===== src/rtl/bfx_pkg.sv =====
package bfx_pkg;
  localparam int DATA_W = 32;
  localparam int POS_W  = $clog2(DATA_W);
  localparam int LEN_W  = POS_W + 1;
  localparam int REG_W  = 5;

  // strobes from control to datapath
  typedef struct packed {
    logic             signFill;
    logic [LEN_W-1:0] effLen;
    logic             illegal;
    logic             wrEn;
  } bfxStrobes_t;
endpackage


===== src/rtl/bfx_ctrl.sv =====
module bfx_ctrl
  import bfx_pkg::*;
(
  input  logic             issue,
  input  logic [POS_W-1:0] fieldPos,
  input  logic [LEN_W-1:0] fieldLen,
  input  logic             sgnExt,
  input  logic [REG_W-1:0] destIdx,
  output bfxStrobes_t      strb
);
  logic [LEN_W-1:0] avail;
  logic             overrun;

  always_comb begin
    // bits available from the position up to the MSB end
    avail           = LEN_W'(fieldPos) + LEN_W'(1);
    overrun         = fieldLen > avail;
    strb.effLen     = overrun ? avail : fieldLen;
    strb.illegal    = overrun || (fieldLen == '0);
    strb.signFill   = sgnExt && (strb.effLen != '0);
    strb.wrEn       = issue && (destIdx != '0);
  end
endmodule


===== src/rtl/bfx_datapath.sv =====
module bfx_datapath
  import bfx_pkg::*;
(
  input  logic [DATA_W-1:0] srcVal,
  input  logic [POS_W-1:0]  fieldPos,
  input  bfxStrobes_t       strb,
  output logic [DATA_W-1:0] fieldOut
);
  logic [POS_W-1:0]  shAmt;
  logic [DATA_W-1:0] shifted;
  logic [DATA_W-1:0] keepMask;
  logic [LEN_W-1:0]  topIdx;
  logic              signBit;

  // big-endian position p sits at little-endian index DATA_W-1-p
  assign shAmt   = POS_W'(DATA_W - 1) - fieldPos;
  assign shifted = srcVal >> shAmt;

  for (genvar i = 0; i < DATA_W; i++) begin : g_mask
    assign keepMask[i] = LEN_W'(i) < strb.effLen;
  end

  assign topIdx  = strb.effLen - LEN_W'(1);
  assign signBit = strb.signFill & shifted[topIdx[POS_W-1:0]];
  assign fieldOut = (shifted & keepMask) | (~keepMask & {DATA_W{signBit}});
endmodule


===== src/rtl/bfx_unit.sv =====
module bfx_unit
  import bfx_pkg::*;
#(
  parameter bit OUT_REG = 1'b1
) (
  input  logic              clk,
  input  logic              rstN,
  input  logic              issue,
  input  logic [DATA_W-1:0] srcVal,
  input  logic [POS_W-1:0]  fieldPos,
  input  logic [LEN_W-1:0]  fieldLen,
  input  logic              sgnExt,
  input  logic [REG_W-1:0]  destIdx,
  output logic [DATA_W-1:0] result,
  output logic              wrEn,
  output logic              illegalField
);
  bfxStrobes_t       strb;
  logic [DATA_W-1:0] fieldOut;

  bfx_ctrl u_ctrl (
    .issue(issue), .fieldPos(fieldPos), .fieldLen(fieldLen),
    .sgnExt(sgnExt), .destIdx(destIdx), .strb(strb)
  );

  bfx_datapath u_dp (
    .srcVal(srcVal), .fieldPos(fieldPos), .strb(strb), .fieldOut(fieldOut)
  );

  if (OUT_REG) begin : g_reg
    always_ff @(posedge clk) begin
      if (!rstN) begin
        result       <= '0;
        wrEn         <= 1'b0;
        illegalField <= 1'b0;
      end else begin
        result       <= fieldOut;
        wrEn         <= strb.wrEn;
        illegalField <= strb.illegal;
      end
    end
  end else begin : g_comb
    assign result       = fieldOut;
    assign wrEn         = strb.wrEn;
    assign illegalField = strb.illegal;
  end
endmodule


===== config.mk =====
export PLATFORM = sky130hd
export DESIGN_NAME = bfx_unit
export DESIGN_NICKNAME = d
export VERILOG_FILES = /design/src/rtl/bfx_pkg.sv /design/src/rtl/bfx_ctrl.sv /design/src/rtl/bfx_datapath.sv /design/src/rtl/bfx_unit.sv
export SDC_FILE = /design/constraint.sdc
export NUM_CORES = 1
export LEC_CHECK = 0
export ABC_AREA = 1
export BUFFER_PORTS_ARGS = -buffer_cell sky130_fd_sc_hd__buf_2
export CAP_MARGIN = 10
export CELL_PAD_IN_SITES_DETAIL_PLACEMENT = 1
export CELL_PAD_IN_SITES_GLOBAL_PLACEMENT = 1
export CORE_MARGIN = 2
export CORE_UTILIZATION = 34
export CTS_CLUSTER_DIAMETER = 80
export DETAILED_ROUTE_END_ITERATION = 12
export PLACE_DENSITY_LB_ADDON = 0.1
export SLEW_MARGIN = 20
export SYNTH_ARGS = -nofsm -noshare
export SYNTH_HDL_FRONTEND = slang
export SYNTH_SLANG_ARGS = --single-unit

===== constraint.sdc =====
create_clock -name clk -period 2.94 [get_ports clk]
set_input_delay 0.294 -clock clk [delete_from_list [all_inputs] [get_ports clk]]
set_output_delay 0.294 -clock clk [all_outputs]
set_load 0.02 [all_outputs]

==> reports/metrics.cfg <==
[yosys]
yosysWarnings = 0
syn_inst = 734
synth-seq-cells = 34
syn_area_per_cell_um2 = 5.56
synth_fp_nets = 792
ys_types = 41
synth_area_um2 = 4080
ys_seq_area_frac = 0.167

[cts]
clk_pin_slew_ps = 60
cts_tree = built
clock_sinks = 34
cts_max_level = 2
cts_buffers = 5
hold_buffers = 0
cts_root_buffer = clkbuf_16
cts.path.max_buffers = 2

[critical_path]
cp_data_arrival_time_ps = 3270
crit_fanout = 6
cp_num_cells = 20
critPathTopFamily = simple AND/OR/NAND/NOR gates
setup.worst_path.start_class = input port
critPathBufInv = 4
startpoint = fieldPos[1]
path_class = input port to flop
cp-endpoint = result[29]
slowest_stage = o21ai_0
required_ps = 3090
path_cells = buf_8, ha_4, nand3_4, xor2_2, ha_1, nand2_2, nor2_2, nand4_1, nand3_4, nand2_4, buf_4, nand2_1, o21ai_2, inv_2, nor2_4, nor2_1, buf_4, o21ai_0, o21ai_0, a21oi_2
critical_path.max_stage_delay_ps = 420
cp-end-kind = flop

[power_and_ir_drop]
power_frac_clock = 0.232
ir_drop_uv = 265
sw_frac_of_total = 0.408
p_total_uw = 3040
switching_power_uw = 1240
powerDensity_nw_per_um2 = 477
p_leak_uw = 0.00333
pwr-share-seq = 0.182
power.internal_uw = 1800
combPwrFrac = 0.586

[layout]
stdcell_count = 1086
final_util = 0.537
fill_cells = 1657
syn2layout_area_growth_pct = 56.1
antennaDiodeCount = 0
multiInputGateArea_um2 = 3260
ff_latch_area_um2 = 681
nets = 996
post_route_cells_drive_above_1_share = 0.374
design_area_um2 = 6370

[timing]
hold_viol = 0
setup_viol = 30
holdWs_ps = 319
worstMarginPinSlew_ps = 531
layout_setup_ws_ps = -180
period_needed_ps = 3120
slew_viol_final = 0
max_clock_freq_mhz = 320
rsz0062_at_grt = yes
fin_crit_sh = 1.06
maxSlewHeadroom = 0.646

[global_route]
antenna_found_initial = 0
grt_overflow = 0
grt_pass1_vias = 5653
grt_pass1_wl_mm = 28.4
grt_max_degree = 39
grt_usage = 0.271

[routing]
final_antenna_net_count = 0
wl_per_cell_um = 17.1
initialDrtViolationCount = 274
drc_errors = 0
via_count = 5605
drt-vias-per-instance = 5.16
drt_wl_total_mm = 18.5
drt_pass1_iterations = 4

[place]
placed_cells = 1047
port_buffers = 85
placed_area_um2 = 5470
hpwl_mm = 13.4
finalWeightedCongestion = 0.923

[floorplan]
core-area_um2 = 11900
io_pins = 86
dieArea_um2 = 12900
die-height_um = 114
fp-row-count = 40
die_x_um = 114
start_util = 0.344

[hold_path]
hold_path.class = input port to flop

[run]
cap_violations = 0

[run_status]
failed_checks = negative setup slack
outcome = finished, violations left

-- metal layers --
metal | part of all wire | vias up | global-route usage
met5 | 0 | - | 0
met4 | 0.026 | 0 | 0.0650
met3 | 0.021 | 38 | 0.0367
met2 | 0.48 | 111 | 0.467
met1 | 0.47 | 2676 | 0.359
li1 | - | 2780 | -
-- power groups by stage --
stage	clock [uW]	sequential [uW]	combinational, uW
global route	743	559	1920
finish	706	553	1780
floorplan	0	657	731
detailed placement	0	561	1450
CTS	714	554	1610
global placement	0	559	1420
-- flip-flops by register name, summed over array words and instances (netlist names) --
| register | cells |
|---|---|
| illegalField | 1 |
| result | 32 |
| wrEn | 1 |
-- per-stage QoR --
stage,setup slack (ps),setup TNS [ps]
3_3_place_gp,-274,-8320
3_5_place_dp,-416,-11910
6_report,-180,-1840
2_1_floorplan,74.7,0
4_1_cts,-7.41,-9.53
5_1_grt,-238,-5220
-- cell usage after synthesis, drive strengths merged --
master / n / share of area
a21oi: 44 / 0.082
a31oi: 1 / 0.0015
buf: 22 / 0.038
clkbuf: 20 / 0.018
dfxtp: 34 / 0.17
ha: 6 / 0.018
inv: 64 / 0.059
mux2i: 2 / 0.0049
nand2: 292 / 0.29
nand3: 96 / 0.13
nand3b: 1 / 0.0018
nand4: 6 / 0.0092
nor2: 42 / 0.046
nor3: 2 / 0.0025
nor4: 1 / 0.0015
o211ai: 1 / 0.0018
o21ai: 87 / 0.11
o21bai: 1 / 0.0018
o22ai: 1 / 0.0015
o311ai: 1 / 0.0021
o31ai: 2 / 0.0037
or2: 4 / 0.0061
or3: 1 / 0.0015
xor2: 3 / 0.0064
-- cell type report --
cell class              count  share of cell area
clock inverters             2             0.00942
flip-flops and latches     34               0.107
inverters                  64              0.0385
well taps                 147              0.0289
clock buffers               6              0.0218
repair buffers            237               0.283
multi-input cells         596               0.511
-- cells in the final DEF, fill, tap and decap left out, types with 10 or more instances in the layout --
master	instances
a21oi_1	13
a21oi_2	26
buf_2	81
buf_4	131
buf_6	10
dfxtp_1	34
inv_1	55
nand2_1	266
nand2_2	13
nand2_4	12
nand3_1	84
nor2_1	31
o21ai_0	72
o21ai_1	11
-- how the worst min path moves through the flow --
stage	startpoint	end	slack, ps	cells after the start
floorplan	rstN	illegalField	450	2
finish	issue	wrEn	320	3
global route	issue	wrEn	320	3
detailed placement	issue	wrEn	590	3
global placement	issue	wrEn	570	3
CTS	issue	wrEn	290	3
-- cell families (layout without fill, tap and decap cells) --
logic type	after synthesis	after routing	share of synthesized area
fa+ha+maj	6	6	0.0184
compound gates	138	138	0.203
mux	2	2	0.00490
flops	34	34	0.167
simple gates	445	447	0.485
xor+xnor	3	3	0.00644
buf+inv	106	309	0.116
-- repair_timing --
| action | CTS | global route |
|---|---|---|
| buffers inserted | 15 | 11 |
| cloned | 3 | 3 |
| endpoints found under the hold margin | 0 | 0 |
| setup endpoints to repair | 31 | 31 |
| pin swaps | 21 | 29 |
| gates resized for setup | 41 | 62 |
No activity file was read; power rests on OpenSTA's default activity.
